$ cat src/rtl/vr_pkg.sv
package vr_pkg;

    // widest voting window supported by the popcount helper
    localparam int unsigned VR_MAX_WIN = 16;

    // pulses produced by the phase controller in one cycle
    typedef struct packed {
        logic sync;
        logic strobe;
    } vr_pulse_t;

    // strict majority over the lowest 'width' bits of 'bits'
    function automatic logic maj_of(input logic [VR_MAX_WIN-1:0] bits,
                                    input int unsigned width);
        int unsigned ones;
        ones = 0;
        for (int unsigned i = 0; i < VR_MAX_WIN; i++) begin
            if (i < width && bits[i]) ones = ones + 1;
        end
        return (2 * ones > width);
    endfunction

endpackage

$ cat src/rtl/vr_line_sync.sv
module vr_line_sync #(
    parameter int unsigned STAGES = 2
) (
    input  logic clk,
    input  logic rst,
    input  logic line_i,
    output logic samp_o
);
    logic [STAGES-1:0] chain_q;

    generate
        for (genvar g = 0; g < STAGES; g++) begin : g_stage
            if (g == 0) begin : g_first
                always_ff @(posedge clk) begin
                    if (rst) chain_q[0] <= 1'b1;
                    else     chain_q[0] <= line_i;
                end
            end else begin : g_next
                always_ff @(posedge clk) begin
                    if (rst) chain_q[g] <= 1'b1;
                    else     chain_q[g] <= chain_q[g-1];
                end
                AST_SYNC_SHIFT: assert property (@(posedge clk) disable iff (rst)
                    1'b1 |=> chain_q[g] == $past(chain_q[g-1]));
            end
        end
    endgenerate

    assign samp_o = chain_q[STAGES-1];

endmodule

$ cat src/rtl/vr_vote_filter.sv
module vr_vote_filter
    import vr_pkg::*;
#(
    parameter int unsigned HIST = 4
) (
    input  logic clk,
    input  logic rst,
    input  logic samp_i,
    output logic voted_o
);
    localparam int unsigned WIN = HIST + 1;

    logic [HIST-1:0]       hist_q;
    logic [WIN-1:0]        win;
    logic [VR_MAX_WIN-1:0] win_ext;
    logic                  voted_q;

    assign win     = {hist_q, samp_i};
    assign win_ext = VR_MAX_WIN'(win);

    always_ff @(posedge clk) begin
        if (rst) begin
            hist_q  <= '1;
            voted_q <= 1'b1;
        end else begin
            hist_q  <= win[HIST-1:0];
            voted_q <= maj_of(win_ext, WIN);
        end
    end

    assign voted_o = voted_q;

    AST_VOTE_ONES: assert property (@(posedge clk) disable iff (rst)
        (&win) |=> voted_q);
    AST_VOTE_ZEROS: assert property (@(posedge clk) disable iff (rst)
        (win == '0) |=> !voted_q);

endmodule

$ cat src/rtl/vr_phase_ctrl.sv
module vr_phase_ctrl
    import vr_pkg::*;
#(
    parameter int unsigned CNT_MAX   = 8,
    parameter int unsigned SYNC_LOAD = 2,
    parameter int unsigned STROBE_AT = 5
) (
    input  logic clk,
    input  logic rst,
    input  logic voted_i,
    input  logic qual_i,
    output logic sync_o,
    output logic strobe_o,
    output logic bit_o
);
    localparam int unsigned CW = $clog2(CNT_MAX + 1);
    localparam logic [CW-1:0] MAX_V    = CW'(CNT_MAX);
    localparam logic [CW-1:0] LOAD_V   = CW'(SYNC_LOAD);
    localparam logic [CW-1:0] STROBE_V = CW'(STROBE_AT);
    localparam logic [CW-1:0] FIRST_V  = CW'(1);

    logic [CW-1:0] cnt_q;
    logic          prev_q;
    logic          bit_q;
    vr_pulse_t     pulse;

    always_comb begin
        pulse.sync   = qual_i && prev_q && !voted_i;
        pulse.strobe = (cnt_q == STROBE_V) && !pulse.sync;
    end

    always_ff @(posedge clk) begin
        if (rst) begin
            cnt_q  <= FIRST_V;
            prev_q <= 1'b1;
            bit_q  <= 1'b1;
        end else begin
            prev_q <= voted_i;
            if (pulse.sync)          cnt_q <= LOAD_V;
            else if (cnt_q == MAX_V) cnt_q <= FIRST_V;
            else                     cnt_q <= cnt_q + FIRST_V;
            if (pulse.strobe)        bit_q <= voted_i;
        end
    end

    assign sync_o   = pulse.sync;
    assign strobe_o = pulse.strobe;
    assign bit_o    = bit_q;

    AST_SYNC_LOAD: assert property (@(posedge clk) disable iff (rst)
        pulse.sync |=> cnt_q == LOAD_V);
    AST_SYNC_SINGLE: assert property (@(posedge clk) disable iff (rst)
        pulse.sync |=> !pulse.sync);
    AST_CNT_WRAP: assert property (@(posedge clk) disable iff (rst)
        (!pulse.sync && cnt_q == MAX_V) |=> cnt_q == FIRST_V);
    AST_STROBE_SPACED: assert property (@(posedge clk) disable iff (rst)
        pulse.strobe |=> !pulse.strobe);
    AST_NO_STROBE_AT_SYNC: assert property (@(posedge clk) disable iff (rst)
        pulse.sync |-> !pulse.strobe);
    AST_BIT_CAPTURE: assert property (@(posedge clk) disable iff (rst)
        pulse.strobe |=> bit_q == $past(voted_i));
    AST_BIT_HOLD: assert property (@(posedge clk) disable iff (rst)
        !pulse.strobe |=> $stable(bit_q));

endmodule

$ cat src/rtl/vr_bitclk_recover.sv
module vr_bitclk_recover #(
    parameter int unsigned SYNC_STAGES = 2,
    parameter int unsigned HIST        = 4,
    parameter int unsigned CNT_MAX     = 8,
    parameter int unsigned SYNC_LOAD   = 2,
    parameter int unsigned STROBE_AT   = 5
) (
    input  logic clk,
    input  logic rst,
    input  logic line_i,
    input  logic qual_i,
    output logic voted_o,
    output logic sync_o,
    output logic strobe_o,
    output logic bit_o
);
    logic samp;
    logic voted;

    vr_line_sync #(.STAGES(SYNC_STAGES)) i_sync (
        .clk    (clk),
        .rst    (rst),
        .line_i (line_i),
        .samp_o (samp)
    );

    vr_vote_filter #(.HIST(HIST)) i_vote (
        .clk     (clk),
        .rst     (rst),
        .samp_i  (samp),
        .voted_o (voted)
    );

    vr_phase_ctrl #(
        .CNT_MAX   (CNT_MAX),
        .SYNC_LOAD (SYNC_LOAD),
        .STROBE_AT (STROBE_AT)
    ) i_phase (
        .clk      (clk),
        .rst      (rst),
        .voted_i  (voted),
        .qual_i   (qual_i),
        .sync_o   (sync_o),
        .strobe_o (strobe_o),
        .bit_o    (bit_o)
    );

    assign voted_o = voted;

    AST_RESET_IDLE: assert property (@(posedge clk)
        rst |=> (voted_o && !sync_o && bit_o));

endmodule

$ cat config.mk
export PLATFORM = sky130hd
export DESIGN_NAME = vr_bitclk_recover
export DESIGN_NICKNAME = d
export VERILOG_FILES = /design/src/rtl/vr_pkg.sv /design/src/rtl/vr_line_sync.sv /design/src/rtl/vr_vote_filter.sv /design/src/rtl/vr_phase_ctrl.sv /design/src/rtl/vr_bitclk_recover.sv
export SDC_FILE = /design/constraint.sdc
export NUM_CORES = 1
export LEC_CHECK = 0
export BUFFER_PORTS_ARGS = -buffer_cell sky130_fd_sc_hd__buf_2
export CAP_MARGIN = 20
export CORE_MARGIN = 2
export CORE_UTILIZATION = 50
export CTS_CLUSTER_SIZE = 28
export DETAILED_ROUTE_END_ITERATION = 7
export GPL_TIMING_DRIVEN = 0
export PLACE_DENSITY = 0.7
export SLEW_MARGIN = 0
export SYNTH_ARGS = -nofsm -noshare
export SYNTH_HDL_FRONTEND = slang
export SYNTH_SLANG_ARGS = --single-unit
$ cat constraint.sdc
create_clock -name clk -period 2.9 [get_ports clk]
set_input_delay 0 -clock clk [delete_from_list [all_inputs] [get_ports clk]]
set_output_delay 0 -clock clk [all_outputs]
set_load 0.03 [all_outputs]
# ---- Yosys cells after proc, flatten, opt, wreduce, memory -nomap -nowiden
# Index checks and enable logic that the tools add are counted.
dict set report op_classes {
  addsub 5
  mul 0
  div 0
  order_cmp 1
  n_eq_ne 2
  n_shift 0
  muxes 12
  bitwise 0
  reduce_logical 6
}
# op n
set op_table {}
lappend op_table {{$mux W31} 9}
lappend op_table {{$add A31 B1 Y31 const B} 4}
lappend op_table {{$gt A32 B3 Y1 const B} 1}
lappend op_table {{$add A4 B1 Y4 const B} 1}
lappend op_table {{$eq A4 B3 Y1 const B} 1}
lappend op_table {{$eq A4 B4 Y1 const B} 1}
lappend op_table {{$mux W2} 2}
lappend op_table {{$logic_and A1 B1 Y1} 3}
lappend op_table {{$reduce_or A3 Y1} 1}
lappend op_table {{$logic_not A1 Y1} 2}
lappend op_table {{$mux W1} 1}
dict set report totals {
  register_bits 13
  latchBits 0
  ram_bits 0
  mem_bits_ro 0
  output_inout_bits 4
  memories 0
}

# ---- Logic depth before layout (Yosys ltp)
# Gate-level depths: netlist (run 1).
dict set report depth {
  word_depth 15
  mapped_depth 9
  depth_no_buf 9
}

# ---- Cells and area by module
# Synthesis (run 1) repeated with hierarchy kept, for this count alone.
dict set report hier_totals {
  cells_unflattened 78
  hier_area_um2 725.7
}
# module n_inst cells_each area_per_inst_um2 seq_area_each_um2
set by_module_without_submodules {}
lappend by_module_without_submodules {vr_vote_filter 1 43 385.4 100.1}
lappend by_module_without_submodules {vr_phase_ctrl 1 31 287.8 120.1}
lappend by_module_without_submodules {vr_line_sync 1 4 52.6 40.0}

# ---- Least setup slack after synthesis (run 1)
# Ideal clock, no wire load.
dict set report synth_timing {
  path_type {reg-to-reg}
  from {reg i_sync.chain_q[1], in the netlist i_sync.samp_o}
  to {reg i_vote.voted_q, in the netlist i_vote.voted_o}
  setup_time_ns 0.122
  arrival_ns 1.791
  slack_ns 0.987
  path_stages_with_launch 10
  path_buffers 1
  period_less_slack_ns 1.913
  path_cell_list {dfxtp_1 inv_1 ha_1 buf_6 xnor2_1 xnor2_1 ha_1 o31a_1 nand3_1 a311o_1}
}
dict set report synth_via {
  elab_chain_cells 15
}
# item line_no
set synth_lines {}
lappend synth_lines {{from (decl)} vr_line_sync.sv:9} ;# logic [STAGES-1:0] chain_q;
lappend synth_lines {{from (signal, indexed assignment)} vr_line_sync.sv:21} ;# else chain_q[g] <= chain_q[g-1];
lappend synth_lines {{$mux W1 (*)} vr_pkg.sv:18} ;# if (i < width && bits[i]) ones = ones + 1;
lappend synth_lines {{$mux W31 (*)} vr_vote_filter.sv:22} ;# if (rst) begin
lappend synth_lines {{$add A31 B1 Y31} vr_pkg.sv:18}
lappend synth_lines {{$mux W31 (*)} vr_pkg.sv:18}
lappend synth_lines {{$mux W31 (*)} vr_vote_filter.sv:22}
lappend synth_lines {{$add A31 B1 Y31} vr_pkg.sv:18}
lappend synth_lines {{$mux W31 (*)} vr_pkg.sv:18}
lappend synth_lines {{$mux W31 (*)} vr_vote_filter.sv:22}
lappend synth_lines {{$add A31 B1 Y31} vr_pkg.sv:18}
lappend synth_lines {{$mux W31 (*)} vr_pkg.sv:18}
lappend synth_lines {{$mux W31 (*)} vr_vote_filter.sv:22}
lappend synth_lines {{$add A31 B1 Y31} vr_pkg.sv:18}
lappend synth_lines {{$mux W31 (*)} vr_pkg.sv:18}
lappend synth_lines {{$mux W31 (*)} vr_vote_filter.sv:22}
lappend synth_lines {{$gt A32 B3 Y1 (*)} vr_pkg.sv:20} ;# return (2 * ones > width);
lappend synth_lines {{to (signal assigned)} vr_vote_filter.sv:27} ;# voted_q <= maj_of(win_ext, WIN);
lappend synth_lines {{to (decl)} vr_vote_filter.sv:16} ;# logic voted_q;
# Every way passes the cells marked *; elsewhere a longest branch is shown, timed or not. The select of a mux whose other input is x is not followed.
# A chain may end at the register's enable or synchronous reset.

# ---- Worst setup path in the final report (run 1)
# Same ends and word-level chain as after synthesis.

==> results of run 1 <==
## how the worst max path moves through the flow
stage,from,end,slack [ps],cells past startpoint
6_report,i_sync.samp_o$_SDFF_PP1_,i_vote.voted_o$_SDFF_PP1_,840,9
3_5_place_dp,i_sync.samp_o$_SDFF_PP1_,i_vote.voted_o$_SDFF_PP1_,860,9
4_1_cts,i_sync.samp_o$_SDFF_PP1_,i_vote.voted_o$_SDFF_PP1_,830,9
3_3_place_gp,i_sync.samp_o$_SDFF_PP1_,i_vote.voted_o$_SDFF_PP1_,880,9
5_1_grt,i_sync.samp_o$_SDFF_PP1_,i_vote.voted_o$_SDFF_PP1_,720,9
2_1_floorplan,i_sync.samp_o$_SDFF_PP1_,i_vote.voted_o$_SDFF_PP1_,990,9
## cells by family (layout without fill, tap and decap cells)
group,count (synthesis),count (layout),synth area share
mux,3,3,0.0403
simple gates,30,30,0.244
fa+ha+maj,8,8,0.134
flops,13,13,0.350
xor+xnor,4,4,0.0471
compound gates,13,13,0.113
buf+inv,11,25,0.0723
## tightest hold or removal path: cells and delay by family
family	cells	cell delay, ps
buffers and inverters	1	90
and+or+nand+nor	2	150
AOI/OAI and AO/OA	1	140
## layer usage
metal | vias to the layer above | wire [um] | track usage | share of wire
li1 | 303 | - | - | -
met2 | 8 | 500 | 0.240 | 0.43
met4 | 0 | 15 | 0.0750 | 0.013
met1 | 252 | 582 | 0.179 | 0.50
met5 | - | 0 | 0 | 0
met3 | 3 | 56 | 0.0647 | 0.049
## metrics by stage
| step | setup WS [ps] | instances | total power [mW] | hold WS, ps |
|---|---|---|---|---|
| final | 843 | 111 | 0.384 | 146 |
| after global routing | 721 | 111 | 0.410 | 170 |
| after CTS | 829 | 111 | 0.390 | 148 |
| after detailed placement | 857 | 104 | 0.277 | 186 |
| after global placement | 881 | 104 | 0.275 | 185 |
| after floorplan | 987 | 82 | 0.260 | 104 |
## cells in the final DEF (no fill, tap or decap), types with 2 or more instances in the layout
cell	synthesis	layout
clkbuf_4	0	3
ha_1	8	8
clkbuf_1	1	2
a21oi_1	4	4
dlygate4sd3_1	0	3
nor3_1	4	4
nand2_1	4	4
or2_2	7	7
nand3b_1	2	2
a31oi_1	2	2
o21bai_1	2	2
mux2i_1	3	3
xnor2_1	3	3
inv_1	7	7
buf_2	1	8
dfxtp_1	13	13
nor2_1	5	5
## cell usage after synthesis (all sizes together) (2+ instances only)
library cell	count
xnor2	3
buf	3
nor2	5
dfxtp	13
inv	7
nand3b	2
ha	8
o21bai	2
o21ai	2
or2	7
nand2	4
nor3	5
a31oi	2
mux2i	3
a21oi	4
## where the power goes
group,internal (mW),switching (mW),leakage [nW]
sequential,0.189,0.00915,0.107
combinational,0.0361,0.0409,0.289
clock,0.0534,0.0555,0.0150
total,0.279,0.106,0.411
## layout make-up
cell class                 count  area, um^2
sequential                    13         260
fill                         123         495
buffer                         4        27.5
inverter                       7        26.3
tap                           15        18.8
timing repair buffer          10        65.1
clock buffer                   4        26.3
multi-input combinational     58         430
## flip-flops by register name (all words and copies together), names as in the netlist
signal / flops
i_sync.chain_q: 1
i_vote.hist_q: 4
i_phase.prev_q: 1
i_phase.cnt_q: 4
i_vote.voted_o: 1
i_sync.samp_o: 1
i_phase.bit_o: 1
## timing repair
item,CTS,global route
resized for setup,0,0
hold buffers,3,0
hold endpoints to repair,2,0
==> flow_summary_export.csv, run 1 <==
group,metric,value,unit
timing,hold_violations,0,
timing,period_needed,2060,ps
setup_path,slowest_delay,370,ps
global_route,antenna_found_initial,0,
synth,synthesis.nets,94,
pwr,p_per_area,450,nW/um^2
setup_path,path_buf_inv,2,
synth,synth.top_cell.area_share,0.350,
synth,yosys_warnings,0,
layout,drive_above_1_share,0.240,
die,fp.dieH,42.6,um
setup_path,crit_type,"reg2reg",
routing,detail_route.iter0.violations,5,
setup_path,worst_ep_required_time,3060,ps
setup_path,cp-end-kind,"register",
clock_network,clockRootBuffer,"clkbuf_4",
setup_path,path_cells,"inv_1 > ha_1 > buf_6 > xor2_1 > a21oi_1 > ha_1 > o31a_1 > nand3_1 > a311o_1",
global_route,first_global_vias,517,
setup_path,r2r_cells,9,
placement,gp_congestion,0.823,
routing,drc,0,
synth,synth_top_cell_by_area,"dfxtp_1",
clock_network,post_cts_buffers,0,
status,status,"finished clean",
timing,slew_headroom,0.734,
clock_network,clk_pin_slew,70,ps
layout,fin_nets,109,
synth,synthFlopType,"dfxtp_1",
die,core_area,1350,um^2
clock_network,cts_made_buffers,3,
setup_path,r2r-start,"i_sync.samp_o$_SDFF_PP1_",
worst_hold_path,worstHoldEndpoint,"i_phase.cnt_q[0]$_SDFF_PP1_",
setup_path,cp_max_fo,9,
routing,drtAntennaViolNets,0,
synth,synth.area.top_cells,"dfxtp_1 35%, ha_1 13%, or2_2 5.9%",
layout,syn_to_final_growth,14.8,%
timing,post-route-period-util,0.709,
pwr,max-vdd-ir-drop,0.362,mV
timing,finClkSkew,1.68,ps
flow_run,drv_cap,0,
die,io_pins,8,
clock_network,clock-sinks,13,
global_route,grt_usage,0.154,
timing,setup_tns,0,ps
timing,tightest_slew,398,ps
layout,fin_util,0.633,
timing,grt_setup_unrepaired,"no",
setup_path,path_delay_family,"compound AO/OA/AOI/OAI gates",
synth,synth.distinct_cells,31,
placement,post-dp-hpwl,862,um
worst_hold_path,hold_path.class,"in2reg",
setup_path,reg2reg_slack,840,ps
clock_network,h-tree-depth,1,
die,dieWidth,42.6,um
placement,dpl_cell_area,798,um^2
synth,synth.avg_cell_area,9.08,um^2
die,initial_core_util,0.551,
setup_path,cp_slowest_cell,"dfxtp_1",
pwr,p_leak,0.411,nW
synth,synth-seq-cells,13,
global_route,grt_pass1_wl,2060,um
placement,numPortBuffers,7,
clock_network,cts_tree,"done",
timing,setup_viol,0,
routing,drt_wl_total,1150,um
setup_path,crit_top_cell,"ha_1",
synth,synth_seq_area_share,0.350,
synth,netlist_instances,82,
global_route,grt_max_degree,11,
routing,wl_per_cell,10.4,um
die,std_cell_rows,13,
routing,vias,566,
clock_network,worstSkewPairLatency,270,ps
setup_path,arrival,2220,ps
layout,fin_area,855,um^2
setup_path,r2r_end,"i_vote.voted_o$_SDFF_PP1_",
synth,synth_edf_count,0,
synth,syn_area,744,um^2
routing,first_pass_iters,4,
worst_hold_path,min_path_cells,4,
synth,synth_async_sr_flop_share,0,
layout,antenna_cells,0,
setup_path,worstSetupStartpointType,"register",
die,dieArea,1810,um^2
timing,timing.fmax,486,MHz
clock_network,cts_buffer_depth,2,
timing,report.final.slew_viol_count,0,
global_route,grt-ovfl-total,0,
worst_hold_path,hold_start,"qual_i",
routing,vias_per_cell,5.10,
Note: power is estimated with default switching activity, not from simulation.
==> run 2, diff against run 1 <==
--- a/config.mk
+++ b/config.mk
@@ -8,11 +8,11 @@
 export BUFFER_PORTS_ARGS = -buffer_cell sky130_fd_sc_hd__buf_2
 export CAP_MARGIN = 20
 export CORE_MARGIN = 2
-export CORE_UTILIZATION = 50
+export CORE_UTILIZATION = 49
 export CTS_CLUSTER_SIZE = 28
 export DETAILED_ROUTE_END_ITERATION = 7
 export GPL_TIMING_DRIVEN = 0
-export PLACE_DENSITY = 0.7
+export PLACE_DENSITY = 0.71
 export SLEW_MARGIN = 0
 export SYNTH_ARGS = -nofsm -noshare
 export SYNTH_HDL_FRONTEND = slang
==> constraint.sdc (replaced) <==
create_clock -name clk -period 1.7 [get_ports clk]
set_input_delay 0 -clock clk [delete_from_list [all_inputs] [get_ports clk]]
set_output_delay 0 -clock clk [all_outputs]
set_load 0.03 [all_outputs]
==> run 2 against run 1 <==
Net effect: the flow now finishes with violations (negative setup slack); core utilization decreased by 0.63 points; clock skew shrank 1.1 ps; clock power increased by 68%; first-iteration DRC count stayed put; cell area up 7.9%; register-to-register slack got worse by 980 ps; power is 73% higher; non-clock buffer count is 1 higher.
==> flow_summary_export.csv, run 2 (same netlist as run 1, synthesis figures left out) <==
group,metric,value,unit
layout,multi_input_area,484,um^2
layout,fillers,129,
routing,vias,592,
timing,tightest_slew,450,ps
timing,period_needed,1840,ps
die,io_pins,8,
layout,fin_util,0.627,
global_route,grt_usage,0.160,
clock_network,worstSkewPairLatency,270,ps
die,initial_core_util,0.506,
timing,slew_headroom,0.699,
global_route,first_global_vias,532,
setup_path,crit_type,"reg2reg",
status,violations,"negative setup slack",
placement,dpl_cell_area,822,um^2
die,fp.dieH,43.0,um
layout,drive_above_1_share,0.361,
setup_path,r2r_cells,8,
pwr,pwr-share-clk,0.276,
die,core_area,1470,um^2
clock_network,cts_made_buffers,3,
flow_run,drv_cap,0,
layout,fin_area,922,um^2
pwr,p_sw,184,uW
timing,timing.fmax,544,MHz
timing,setup_viol,1,
routing,drc,0,
global_route,grt_max_degree,11,
timing,finClkSkew,0.547,ps
setup_path,cp_max_fo,4,
worst_hold_path,hold_path.class,"in2reg",
placement,numPortBuffers,7,
placement,post-dp-hpwl,932,um
routing,detail_route.iter0.violations,5,
clock_network,cts_tree,"done",
global_route,grt_pass1_wl,2170,um
routing,drt_wl_total,1300,um
timing,hold_violations,0,
setup_path,r2r-start,"i_vote.hist_q[0]$_SDFF_PP1_",
layout,final_common_cell,"dfxtp_1",
setup_path,arrival,2000,ps
timing,grt_setup_unrepaired,"yes",
pwr,p_seq_frac,0.508,
worst_hold_path,worstHoldEndpoint,"i_phase.cnt_q[0]$_SDFF_PP1_",
clock_network,clk_pin_slew,70,ps
layout,syn_to_final_growth,23.9,%
timing,post-route-period-util,1.08,
pwr,pwr-share-comb,0.216,
placement,gp_congestion,0.711,
die,std_cell_rows,14,
routing,drtAntennaViolNets,0,
layout,regArea,268,um^2
setup_path,worst_ep_required_time,1860,ps
clock_network,cts_buffer_depth,2,
setup_path,reg2reg_slack,-140,ps
timing,setup_ws,-137,ps
die,dieArea,1850,um^2
global_route,grt-ovfl-total,0,
pwr,max-vdd-ir-drop,0.595,mV
layout,fin_nets,110,
global_route,antenna_found_initial,0,
pwr,p_per_area,720,nW/um^2
pwr,sw_frac_of_total,0.277,
clock_network,h-tree-depth,1,
pwr,p_int,480,uW
pwr,power.total,664,uW
routing,wl_per_cell,11.5,um
setup_path,worstSetupStartpointType,"register",
pwr,p_leak,0.418,nW
layout,antenna_cells,0,
worst_hold_path,hold_start,"qual_i",
status,status,"finished, violations left",
layout,largestRegisters,"i_phase.cnt_q x4, i_vote.hist_q x4",
die,dieWidth,43.0,um
routing,vias_per_cell,5.24,
setup_path,r2r_end,"i_vote.voted_o$_SDFF_PP1_",
layout,mostFrequentLayoutCells,"11 x dfxtp_1, 8 x buf_2, 7 x or2_2",
timing,setup_tns,-137,ps
clock_network,clock-sinks,13,
clock_network,clockRootBuffer,"clkbuf_4",
routing,first_pass_iters,5,
timing,report.final.slew_viol_count,0,
setup_path,cp-end-kind,"register",
worst_hold_path,min_path_cells,4,
[run 2: critical path: stages, from the launching register on]
cell	delay, ps
dfxtp_4	370
inv_4	50
ha_4	260
xnor2_2	150
xnor2_2	190
ha_2	200
o31a_1	120
nand3_1	80
a311o_1	310
[run 2: power by group through the flow]
stage	sequential (mW)	combinational, mW	clock [mW]
finish	0.337	0.143	0.183
global route	0.341	0.160	0.208
CTS	0.339	0.138	0.193
detailed placement	0.346	0.129	0
global placement	0.346	0.125	0
floorplan	0.351	0.0962	0
[run 2: final cells by class]
cell class / instances / area share
Multi-Input combinational cell: 58 / 0.525
Sequential cell: 13 / 0.290
Timing Repair Buffer: 12 / 0.0828
Inverter: 7 / 0.0339
Clock buffer: 4 / 0.0285
Tap cell: 16 / 0.0217
Buffer: 3 / 0.0176
[run 2: per-layer routing]
metal,part of all wire,wire [um],vias to the layer above,global-route usage
met2,0.50,650,10,0.242
met5,0,0,-,0
met4,0.0069,9,0,0.0667
met3,0.050,65,2,0.0809
met1,0.44,578,272,0.189
li1,-,-,308,-
[run 2: worst max path at each step]
stage,start,endpoint,slack [ps],cells after the start
floorplan,i_sync.samp_o$_SDFF_PP1_,i_vote.voted_o$_SDFF_PP1_,-140,9
global route,i_sync.samp_o$_SDFF_PP1_,i_vote.voted_o$_SDFF_PP1_,-190,9
CTS,i_sync.samp_o$_SDFF_PP1_,i_vote.voted_o$_SDFF_PP1_,-190,8
global placement,i_sync.samp_o$_SDFF_PP1_,i_vote.voted_o$_SDFF_PP1_,-220,9
detailed placement,i_sync.samp_o$_SDFF_PP1_,i_vote.voted_o$_SDFF_PP1_,-260,9
finish,i_vote.hist_q[0]$_SDFF_PP1_,i_vote.voted_o$_SDFF_PP1_,-140,8
[run 2: what timing repair did]
item                                    CTS  global route
resized for setup                         3             8
setup buffers                             2             0
endpoints found under the setup margin    1             1
pin swaps                                 6             6
hold buffers                              3             0
hold endpoints to repair                  2             0
[run 2: metrics by stage]
stage,hold slack [ps],std cells,worst slack [ps]
after CTS,151,113,-192
final,149,113,-137
after global placement,185,105,-223
after global routing,176,113,-194
after floorplan,104,82,-144
after detailed placement,192,105,-257
